<file path="config.mk">
export PLATFORM = sky130hd
export DESIGN_NAME = uart_tx_core
export DESIGN_NICKNAME = d
export VERILOG_FILES = /design/src/rtl/uart_tx_pkg.sv /design/src/rtl/utx_holding.sv /design/src/rtl/utx_sched.sv /design/src/rtl/utx_shifter.sv /design/src/rtl/uart_tx_core.sv
export SDC_FILE = /design/constraint.sdc
export NUM_CORES = 1
export LEC_CHECK = 0
export BUFFER_PORTS_ARGS = -buffer_cell sky130_fd_sc_hd__buf_2
export CAP_MARGIN = 0
export CORE_MARGIN = 5
export CORE_UTILIZATION = 35
export CTS_CLUSTER_DIAMETER = 30
export DETAILED_ROUTE_END_ITERATION = 10
export GPL_ROUTABILITY_DRIVEN = 0
export SLEW_MARGIN = 10
export SYNTH_ARGS = -nofsm -noshare
export SYNTH_HDL_FRONTEND = slang
export SYNTH_SLANG_ARGS = --single-unit
</file>
<file path="constraint.sdc">
create_clock -name clk -period 1.9 [get_ports clk]
set_clock_uncertainty 0.05 [all_clocks]
set_input_delay 0.095 -clock clk [delete_from_list [all_inputs] [get_ports clk]]
set_output_delay 0.095 -clock clk [all_outputs]
set_load 0.01 [all_outputs]
</file>
<file path="src/rtl/uart_tx_pkg.sv">
package uart_tx_pkg;
  typedef enum logic [1:0] {
    KIND_DATA  = 2'd0,
    KIND_IDLE  = 2'd1,
    KIND_BREAK = 2'd2
  } char_kind_e;
endpackage

</file>
<file path="src/rtl/utx_holding.sv">
module utx_holding #(
  parameter int DW = 10
) (
  input  logic          clk,
  input  logic          rst_n,
  input  logic          in_valid,
  output logic          in_ready,
  input  logic [DW-1:0] in_data,
  input  logic          take,
  output logic          full,
  output logic [DW-1:0] hold_data
);
  always_ff @(posedge clk) begin
    if (!rst_n) begin
      full      <= 1'b0;
      hold_data <= '0;
    end else if (in_valid && !full) begin
      full      <= 1'b1;
      hold_data <= in_data;
    end else if (take) begin
      full <= 1'b0;
    end
  end

  assign in_ready = !full;
endmodule

</file>
<file path="src/rtl/utx_sched.sv">
module utx_sched
  import uart_tx_pkg::*;
(
  input  logic       clk,
  input  logic       rst_n,
  input  logic       tx_en,
  input  logic       send_brk,
  input  logic       data_waiting,
  input  logic       slot_free,
  output logic       load,
  output char_kind_e kind,
  output logic       take,
  output logic       pending
);
  logic en_q, idle_q, brk_q;

  always_ff @(posedge clk) begin
    if (!rst_n) begin
      en_q   <= 1'b0;
      idle_q <= 1'b0;
      brk_q  <= 1'b0;
    end else begin
      en_q   <= tx_en;
      idle_q <= (idle_q && !(load && kind == KIND_IDLE)) || (tx_en && !en_q);
      brk_q  <= (brk_q && !(load && kind == KIND_BREAK)) || send_brk;
    end
  end

  // Queued special characters go ahead of buffered data: idle, then break.
  always_comb begin
    if (idle_q)     kind = KIND_IDLE;
    else if (brk_q) kind = KIND_BREAK;
    else            kind = KIND_DATA;
  end

  assign load    = slot_free && tx_en && (idle_q || brk_q || data_waiting);
  assign take    = load && (kind == KIND_DATA);
  assign pending = idle_q || brk_q;
endmodule

</file>
<file path="src/rtl/utx_shifter.sv">
module utx_shifter
  import uart_tx_pkg::*;
#(
  parameter int MIN_DATA = 8,
  parameter int MAX_DATA = 10
) (
  input  logic                clk,
  input  logic                rst_n,
  input  logic                bit_tick,
  input  logic                load,
  input  char_kind_e          kind,
  input  logic [MAX_DATA-1:0] data,
  input  logic [1:0]          data_sel,
  input  logic                two_stop,
  output logic                txd,
  output logic                busy,
  output logic                slot_free
);
  localparam int FW = MAX_DATA + 3;
  localparam int CW = $clog2(FW + 1);

  logic [FW-1:0] shreg, frame;
  logic [CW-1:0] cnt, n_data, frame_len;

  always_comb begin
    n_data = CW'(MIN_DATA) + CW'(data_sel);
    if (n_data > CW'(MAX_DATA)) n_data = CW'(MAX_DATA);
    frame_len = CW'(1) + n_data + (two_stop ? CW'(2) : CW'(1));
    frame = '1;
    case (kind)
      KIND_BREAK: frame = '0;
      KIND_IDLE:  frame = '1;
      default: begin
        frame[0] = 1'b0;
        for (int i = 0; i < MAX_DATA; i++) begin
          if (CW'(i) < n_data) frame[i+1] = data[i];
        end
      end
    endcase
  end

  assign slot_free = bit_tick && (!busy || cnt == CW'(1));

  always_ff @(posedge clk) begin
    if (!rst_n) begin
      busy  <= 1'b0;
      cnt   <= '0;
      shreg <= '1;
    end else if (slot_free) begin
      if (load) begin
        shreg <= frame;
        cnt   <= frame_len;
        busy  <= 1'b1;
      end else begin
        shreg <= '1;
        cnt   <= '0;
        busy  <= 1'b0;
      end
    end else if (bit_tick && busy) begin
      shreg <= {1'b1, shreg[FW-1:1]};
      cnt   <= cnt - CW'(1);
    end
  end

  assign txd = busy ? shreg[0] : 1'b1;
endmodule

</file>
<file path="src/rtl/uart_tx_core.sv">
module uart_tx_core
  import uart_tx_pkg::*;
#(
  parameter int MIN_DATA = 8,
  parameter int MAX_DATA = 10
) (
  input  logic                clk,
  input  logic                rst_n,
  input  logic                wr_valid,
  output logic                wr_ready,
  input  logic [MAX_DATA-1:0] wr_data,
  input  logic                tx_en,
  input  logic                send_brk,
  input  logic [1:0]          data_sel,
  input  logic                two_stop,
  input  logic                bit_tick,
  output logic                txd,
  output logic                empty_flag,
  output logic                done_flag
);
  logic                buf_full, take, load, slot_free, busy, pending;
  logic [MAX_DATA-1:0] buf_data;
  char_kind_e          kind;

  utx_holding #(.DW(MAX_DATA)) u_hold (
    .clk(clk), .rst_n(rst_n), .in_valid(wr_valid), .in_ready(wr_ready),
    .in_data(wr_data), .take(take), .full(buf_full), .hold_data(buf_data)
  );

  utx_sched u_sched (
    .clk(clk), .rst_n(rst_n), .tx_en(tx_en), .send_brk(send_brk),
    .data_waiting(buf_full), .slot_free(slot_free), .load(load),
    .kind(kind), .take(take), .pending(pending)
  );

  utx_shifter #(.MIN_DATA(MIN_DATA), .MAX_DATA(MAX_DATA)) u_shift (
    .clk(clk), .rst_n(rst_n), .bit_tick(bit_tick), .load(load), .kind(kind),
    .data(buf_data), .data_sel(data_sel), .two_stop(two_stop),
    .txd(txd), .busy(busy), .slot_free(slot_free)
  );

  assign empty_flag = !buf_full;
  assign done_flag  = !busy && !buf_full && !pending;
endmodule

</file>
==> results of run 1 <==
## synthesized netlist by cell type (2+ instances only)
master                     count
sky130_fd_sc_hd__dfxtp_1      32
sky130_fd_sc_hd__nand2_1      27
sky130_fd_sc_hd__inv_1        14
sky130_fd_sc_hd__nor2_1       14
sky130_fd_sc_hd__a21boi_0     13
sky130_fd_sc_hd__a21oi_1      12
sky130_fd_sc_hd__o21ai_1      11
sky130_fd_sc_hd__o21ai_0       8
sky130_fd_sc_hd__o22ai_1       8
sky130_fd_sc_hd__clkbuf_1      5
sky130_fd_sc_hd__nor2b_1       4
sky130_fd_sc_hd__nor3_1        4
sky130_fd_sc_hd__ha_1          3
sky130_fd_sc_hd__and2_1        2
sky130_fd_sc_hd__buf_2         2
sky130_fd_sc_hd__buf_4         2
sky130_fd_sc_hd__nand2b_1      2
sky130_fd_sc_hd__nor4_1        2
sky130_fd_sc_hd__o21a_1        2
## timing repair
item                      4_1_cts  5_1_grt
hold endpoints to repair        8        0
hold buffers                    8        0
buffers inserted                0        0
## critical path: stages, from the launching register on
cell                       delay (ps)
sky130_fd_sc_hd__dfxtp_1          380
sky130_fd_sc_hd__ha_1             230
sky130_fd_sc_hd__nor3b_4          320
sky130_fd_sc_hd__o211ai_2         260
sky130_fd_sc_hd__nor2_1           180
sky130_fd_sc_hd__o21ai_1           70
## metrics by stage
| step | cell area [sq um] | power, W | hold WS (ps) | setup slack (ps) | util, % |
|---|---|---|---|---|---|
| after floorplan | 1550 | 0.000916 | 167 | 458 | - |
| after global placement | 1700 | 0.000979 | 291 | 337 | 39.2 |
| after detailed placement | 1700 | 0.000979 | 301 | 285 | 39.2 |
| after CTS | 1870 | 0.00153 | 0.669 | 272 | 43.2 |
| after global routing | 1870 | 0.00159 | 4.10 | 149 | 43.2 |
| final | 1870 | 0.00151 | 10.1 | 264 | 43.2 |
## per-layer routing
metal / routed length [microns] / global-route usage [%]
met4: 67 / 4.72
met1: 1670 / 14.6
met2: 1440 / 17.0
met3: 88 / 3.66
met5: 0 / 0
## power by group
| part | leakage, nW | total, W | switching (W) | internal (W) |
|---|---|---|---|---|
| clock network | 0.0404 | 0.000529 | 0.000270 | 0.000259 |
| registers | 0.263 | 0.000748 | 0.0000365 | 0.000711 |
| logic | 0.413 | 0.000229 | 0.000123 | 0.000106 |
| total | 0.717 | 0.00151 | 0.000430 | 0.00108 |
## sequential cells by signal, indices dropped and copies added (netlist names)
| signal | flops |
|---|---|
| u_hold.hold_data | 10 |
| u_hold.full | 1 |
| u_sched.brk_q | 1 |
| u_shift.shreg | 13 |
| u_shift.busy | 1 |
| u_sched.idle_q | 1 |
| u_sched.en_q | 1 |
| u_shift.cnt | 4 |
## final timing paths
check | startpoint | endpoint | slack (ps) | depth (start not counted)
hold / removal | wr_data[8] | u_hold.hold_data[8] | 10 | 3
setup reg to reg | u_shift.cnt[0] | u_shift.shreg[3] | 260 | 5
hold reg to reg | u_hold.hold_data[2] | u_hold.hold_data[2] | 410 | 2
setup / recovery | u_shift.cnt[0] | u_shift.shreg[3] | 260 | 5
## logic make-up (layout without fill, tap and decap cells)
logic type | Yosys count | after routing
DFF | 32 | 32
buffers and inverters | 26 | 56
and+or+nand+nor | 64 | 64
AOI/OAI and AO/OA | 64 | 64
muxes | 1 | 1
adders and majority gates | 4 | 4
## cell type report
class,instances,area [sq um]
clock buffers,5,68.8
clock inverters,3,23.8
fillers,468,2450
inverters,16,60.1
multi-input cells,133,806
flip-flops and latches,32,641
well taps,52,65.1
repair buffers,32,205
==> run_summary.xml, run 1 <==
<?xml version="1.0" encoding="UTF-8"?>
<metrics>
  <group name="grt">
    <metric name="global_route.usage.total" unit="%">11.3</metric>
    <metric name="grt_start_max_net_pins" unit="">33</metric>
    <metric name="first_global_vias" unit="">1212</metric>
    <metric name="grt_antenna_before_repair" unit="">0</metric>
    <metric name="wire_length_of_the_first_global_routing_pass" unit="microns">5430</metric>
    <metric name="grt_remaining_overflow" unit="">0</metric>
  </group>
  <group name="placed_design">
    <metric name="io_buffer_count" unit="">22</metric>
    <metric name="post-place-cells" unit="">257</metric>
    <metric name="place_hpwl" unit="microns">2220</metric>
  </group>
  <group name="cells_and_area">
    <metric name="flow.area_growth_from_synthesis" unit="%">20.3</metric>
    <metric name="instances_no_fill" unit="">273</metric>
    <metric name="commonest_cells_after_routing_fill_and_taps_aside" unit="">32 x sky130_fd_sc_hd__dfxtp_1, 27 x sky130_fd_sc_hd__nand2_1, 22 x sky130_fd_sc_hd__buf_2</metric>
    <metric name="drive_gt1_share" unit="%">18.6</metric>
    <metric name="diodes" unit="">0</metric>
    <metric name="final_common_cell" unit="">sky130_fd_sc_hd__dfxtp_1</metric>
    <metric name="layout.nets" unit="">243</metric>
  </group>
  <group name="yosys">
    <metric name="syn-cell-area" unit="sq um">1550</metric>
    <metric name="post_synth_and_or_nand_nor_area_fraction" unit="%">20.7</metric>
    <metric name="ys_types" unit="">43</metric>
    <metric name="synthDominantAreaCellType" unit="">sky130_fd_sc_hd__dfxtp_1</metric>
    <metric name="synthesis.nets" unit="">214</metric>
    <metric name="number_of_warning_messages_in_the_yosys_log" unit="">0</metric>
    <metric name="post_synth_xor_area_fraction" unit="%">0</metric>
    <metric name="synth_seq_cells" unit="">32</metric>
    <metric name="yosys.area_share.adder" unit="%">3.70</metric>
    <metric name="synth_async_sr_flop_share" unit="%">0</metric>
    <metric name="synth_edf_count" unit="">0</metric>
    <metric name="dominant_combinational_cell_family_by_area_after_synthesis" unit="">compound AO/OA/AOI/OAI gates</metric>
    <metric name="count_of_mapped_cells_out_of_synthesis" unit="">191</metric>
    <metric name="synth.yosys.seq_area_share" unit="%">41.2</metric>
    <metric name="ys_dominant_reg_cell" unit="">sky130_fd_sc_hd__dfxtp_1</metric>
    <metric name="ys_top_cells_by_area" unit="">sky130_fd_sc_hd__dfxtp_1 41%, sky130_fd_sc_hd__nand2_1 6.5%, sky130_fd_sc_hd__a21boi_0 6.3%, sky130_fd_sc_hd__a21oi_1 3.9%, sky130_fd_sc_hd__o21ai_1 3.5%</metric>
    <metric name="synth_mux_area_share" unit="%">0.644</metric>
    <metric name="synth_compound_gate_area_share" unit="%">26.8</metric>
    <metric name="post-synth-top-area-fraction" unit="%">41.2</metric>
    <metric name="syn_area_per_cell" unit="sq um">8.14</metric>
  </group>
  <group name="sta">
    <metric name="report.final.setup_viol" unit="">0</metric>
    <metric name="setup_total_negative_slack" unit="ps">0</metric>
    <metric name="finalHoldViolations" unit="">0</metric>
    <metric name="grt_setup_unrepaired" unit="">no</metric>
    <metric name="worst_pin_slew" unit="ps">661</metric>
    <metric name="final.min_clock_period" unit="ps">1640</metric>
    <metric name="drv_slew" unit="">0</metric>
    <metric name="achievable-frequency" unit="GHz">0.611</metric>
    <metric name="slew-limit-headroom" unit="%">55.8</metric>
    <metric name="post-route-period-util" unit="%">86.1</metric>
  </group>
  <group name="run">
    <metric name="max_cap_violations" unit="">0</metric>
  </group>
  <group name="detailed_routing">
    <metric name="drt-vias-per-instance" unit="">4.85</metric>
    <metric name="wirelength" unit="microns">3270</metric>
    <metric name="routed_wire_length_per_instance" unit="microns">12.0</metric>
    <metric name="post-route-drc-count" unit="">0</metric>
    <metric name="drt.antenna.violating_nets" unit="">0</metric>
    <metric name="firstDrtPassIters" unit="">4</metric>
    <metric name="num_vias" unit="">1324</metric>
    <metric name="drt_iter0_markers" unit="">70</metric>
  </group>
  <group name="critical_path">
    <metric name="cp_max_fo" unit="">11</metric>
    <metric name="cp.arrival" unit="ps">1730</metric>
    <metric name="worst_setup_path_end_kind" unit="">flop</metric>
    <metric name="critical_path_class" unit="">flop to flop</metric>
    <metric name="worst_setup_path_start_kind" unit="">flop</metric>
    <metric name="critPathRequiredTime" unit="ps">2000</metric>
  </group>
  <group name="run_status">
    <metric name="result_of_the_run" unit="">finished clean</metric>
  </group>
  <group name="clock_network">
    <metric name="cts_root_buffer" unit="">sky130_fd_sc_hd__clkbuf_8</metric>
    <metric name="cts_resizes" unit="">0</metric>
    <metric name="cts_max_path_buffers" unit="">2</metric>
    <metric name="cts_inserted_buffers" unit="">5</metric>
    <metric name="cts_tree" unit="">yes</metric>
    <metric name="clock_sink_count" unit="">32</metric>
    <metric name="clk_pin_slew_worst_paths" unit="ps">70</metric>
    <metric name="clock_latency" unit="ps">290</metric>
    <metric name="cts.htree.levels" unit="">2</metric>
  </group>
  <group name="floorplanning">
    <metric name="fp.dieArea" unit="sq um">5870</metric>
    <metric name="die_height" unit="microns">76.6</metric>
    <metric name="design.portCount" unit="">23</metric>
    <metric name="core_area" unit="sq um">4320</metric>
    <metric name="floorplan.initialDensity" unit="%">35.9</metric>
    <metric name="row_count" unit="">24</metric>
    <metric name="fp.dieW" unit="microns">76.6</metric>
  </group>
  <group name="power">
    <metric name="irDropWorstVdd" unit="mV">0.464</metric>
    <metric name="pwrdens" unit="nW/um^2">806</metric>
    <metric name="p_leak" unit="nW">0.717</metric>
  </group>
  <group name="min_path">
    <metric name="hold_class" unit="">primary input to flop</metric>
  </group>
</metrics>
Power figures use the tool's default switching activity.
==> inputs of run 2 (changes only) <==
--- a/config.mk
+++ b/config.mk
@@ -12,6 +12,7 @@
 export CTS_CLUSTER_DIAMETER = 30
 export DETAILED_ROUTE_END_ITERATION = 10
 export GPL_ROUTABILITY_DRIVEN = 0
+export PLACE_DENSITY = 0.65
 export SLEW_MARGIN = 10
 export SYNTH_ARGS = -nofsm -noshare
 export SYNTH_HDL_FRONTEND = slang
==> constraint.sdc (replaced) <==
create_clock -name clk -period 1.4 [get_ports clk]
set_clock_uncertainty 0.05 [all_clocks]
set_input_delay 0.07 -clock clk [delete_from_list [all_inputs] [get_ports clk]]
set_output_delay 0.07 -clock clk [all_outputs]
set_load 0.01 [all_outputs]
==> run 2 against run 1 <==
The flow now finishes with violations (negative setup slack). Sequential power grew 35%. Final cell count increased by 7.0%. Combinational power up 94%. Critical path type unchanged. Largest cell class unchanged.
==> run_summary.xml, run 2 (synthesis results as in run 1) <==
<?xml version="1.0" encoding="UTF-8"?>
<metrics>
  <group name="floorplanning">
    <metric name="fp.dieArea" unit="sq um">5870</metric>
    <metric name="design.portCount" unit="">23</metric>
    <metric name="floorplan.initialDensity" unit="%">35.9</metric>
    <metric name="row_count" unit="">24</metric>
    <metric name="die_height" unit="microns">76.6</metric>
    <metric name="fp.dieW" unit="microns">76.6</metric>
    <metric name="core_area" unit="sq um">4320</metric>
  </group>
  <group name="sta">
    <metric name="drv_slew" unit="">0</metric>
    <metric name="final.min_clock_period" unit="ps">1500</metric>
    <metric name="report.final.setup_viol" unit="">18</metric>
    <metric name="grt_setup_unrepaired" unit="">yes</metric>
    <metric name="setup_total_negative_slack" unit="ps">-802</metric>
    <metric name="finalHoldViolations" unit="">0</metric>
    <metric name="worst_setup_margin" unit="ps">-96.5</metric>
    <metric name="worst_pin_slew" unit="ps">423</metric>
    <metric name="achievable-frequency" unit="GHz">0.668</metric>
    <metric name="slew-limit-headroom" unit="%">71.8</metric>
    <metric name="post-route-period-util" unit="%">107</metric>
  </group>
  <group name="run_status">
    <metric name="result_of_the_run" unit="">complete, but fails checks</metric>
    <metric name="violated_checks" unit="">negative setup slack</metric>
  </group>
  <group name="detailed_routing">
    <metric name="firstDrtPassIters" unit="">4</metric>
    <metric name="routed_wire_length_per_instance" unit="microns">13.0</metric>
    <metric name="drt_iter0_markers" unit="">50</metric>
    <metric name="drt.antenna.violating_nets" unit="">0</metric>
    <metric name="drt-vias-per-instance" unit="">4.98</metric>
    <metric name="num_vias" unit="">1455</metric>
    <metric name="post-route-drc-count" unit="">0</metric>
    <metric name="wirelength" unit="microns">3810</metric>
  </group>
  <group name="cells_and_area">
    <metric name="largest_register_ffs" unit="">13</metric>
    <metric name="flow.area_growth_from_synthesis" unit="%">39.6</metric>
    <metric name="n_fill_cell" unit="">416</metric>
    <metric name="final-seq-area" unit="sq um">644</metric>
    <metric name="instances_no_fill" unit="">292</metric>
    <metric name="top_regs" unit="">u_shift.shreg (13), u_hold.hold_data (10), u_shift.cnt (4)</metric>
    <metric name="drive_gt1_share" unit="%">32.1</metric>
    <metric name="largest_register" unit="">u_shift.shreg</metric>
    <metric name="diodes" unit="">0</metric>
    <metric name="post-route-util" unit="%">50.2</metric>
    <metric name="multi_input_comb_area" unit="sq um">940</metric>
    <metric name="layout.nets" unit="">262</metric>
    <metric name="commonest_cells_after_routing_fill_and_taps_aside" unit="">29 x sky130_fd_sc_hd__dfxtp_1, 27 x sky130_fd_sc_hd__nand2_1, 22 x sky130_fd_sc_hd__buf_2</metric>
    <metric name="final_common_cell" unit="">sky130_fd_sc_hd__dfxtp_1</metric>
    <metric name="design_area" unit="sq um">2170</metric>
  </group>
  <group name="critical_path">
    <metric name="critPathRequiredTime" unit="ps">1560</metric>
    <metric name="worstPathCellList" unit="">inv_2, ha_4, nor3b_4, nor2_4, or3_1, a21oi_2</metric>
    <metric name="cp_slowest_cell" unit="">sky130_fd_sc_hd__dfxtp_2</metric>
    <metric name="critical_path_class" unit="">flop to flop</metric>
    <metric name="cp.arrival" unit="ps">1660</metric>
    <metric name="worst_setup_path_end_kind" unit="">flop</metric>
    <metric name="cp_max_fo" unit="">8</metric>
    <metric name="crit_path_max_incr_delay" unit="ps">330</metric>
    <metric name="worst_setup_path_start_kind" unit="">flop</metric>
  </group>
  <group name="grt">
    <metric name="grt_antenna_before_repair" unit="">0</metric>
    <metric name="grt_start_max_net_pins" unit="">26</metric>
    <metric name="wire_length_of_the_first_global_routing_pass" unit="microns">6220</metric>
    <metric name="first_global_vias" unit="">1340</metric>
    <metric name="grt_remaining_overflow" unit="">0</metric>
    <metric name="global_route.usage.total" unit="%">12.8</metric>
  </group>
  <group name="clock_network">
    <metric name="cts_max_path_buffers" unit="">2</metric>
    <metric name="clock_sink_count" unit="">32</metric>
    <metric name="clk_pin_slew_worst_paths" unit="ps">70</metric>
    <metric name="cts.htree.levels" unit="">2</metric>
    <metric name="clock_latency" unit="ps">290</metric>
    <metric name="cts_root_buffer" unit="">sky130_fd_sc_hd__clkbuf_8</metric>
    <metric name="cts_inserted_buffers" unit="">5</metric>
    <metric name="cts_tree" unit="">yes</metric>
  </group>
  <group name="power">
    <metric name="power.share.clock" unit="%">37.6</metric>
    <metric name="netSwitchingFraction" unit="%">26.7</metric>
    <metric name="power.share.sequential" unit="%">43.3</metric>
    <metric name="power.combinational.fraction" unit="%">19.1</metric>
    <metric name="power.internal" unit="W">0.00171</metric>
    <metric name="pwrdens" unit="nW/um^2">1070</metric>
    <metric name="p_leak" unit="nW">0.841</metric>
    <metric name="total_switching_power" unit="W">0.000620</metric>
    <metric name="irDropWorstVdd" unit="mV">0.659</metric>
  </group>
  <group name="placed_design">
    <metric name="place_hpwl" unit="microns">2410</metric>
    <metric name="io_buffer_count" unit="">22</metric>
    <metric name="placed_area" unit="sq um">1800</metric>
    <metric name="dpl_worst_slack" unit="ps">-90.0</metric>
    <metric name="post-place-cells" unit="">269</metric>
  </group>
  <group name="run">
    <metric name="max_cap_violations" unit="">0</metric>
  </group>
  <group name="min_path">
    <metric name="hold_class" unit="">primary input to flop</metric>
  </group>
</metrics>
## run 2: final cells by class
cell class,count,share of cell area [%]
inverter,16,2.77
clock inverter,2,1.61
timing repair buffer,50,16.3
sequential,32,29.7
clock buffer,6,3.34
tap,52,3.00
multi-input combinational,134,43.3
## run 2: final timing paths
path | startpoint | to | slack (ps) | cells after the start
worst max register to register | u_shift.cnt[1] | u_shift.cnt[0] | -100 | 6
worst max-delay path | u_shift.cnt[1] | u_shift.cnt[0] | -100 | 6
worst min register to register | u_hold.hold_data[9] | u_hold.hold_data[9] | 420 | 2
worst min-delay path | wr_data[2] | u_hold.hold_data[2] | 20 | 3
## run 2: power groups by stage
stage                     Sequential [W]  Combinational [W]  Clock (W)
after floorplan                  0.00102           0.000227          0
after CTS                        0.00100           0.000395   0.000895
after global routing             0.00101           0.000493   0.000941
final                            0.00101           0.000444   0.000874
after global placement           0.00102           0.000345          0
after detailed placement         0.00102           0.000346          0
## run 2: timing repair
item | in CTS | in global routing
cloned | 0 | 1
pin swaps | 6 | 18
gates resized for setup | 9 | 18
setup endpoints to repair | 21 | 22
buffers inserted | 4 | 4
hold endpoints to repair | 10 | 0
hold buffers | 10 | 0
## run 2: layer usage
layer,wire length (microns),GRT usage (%),part of all wire [%],vias to the layer above
met3,178,3.78,4.7,8
met4,63,3.15,1.7,0
met1,1840,17.7,48,657
met2,1730,19.4,45,35
met5,0,0,0,-
li1,-,-,-,755
## run 2: through the flow
stage | total power [W] | hold slack, ps
after floorplan | 0.00125 | 142
after global placement | 0.00137 | 259
after CTS | 0.00229 | 3.48
after global routing | 0.00245 | 24.0
after detailed placement | 0.00137 | 266
final | 0.00233 | 16.0
## run 2: worst max-delay path, delay by kind of cell (launching register included)
| kind | cells | cell delay (ps) |
|---|---|---|
| AND/OR/NAND/NOR | 3 | 710 |
| AO/OA/AOI/OAI | 1 | 130 |
| adder cells (fa/ha/maj) | 1 | 140 |
| buffers and inverters | 1 | 70 |
| flip-flops | 1 | 330 |
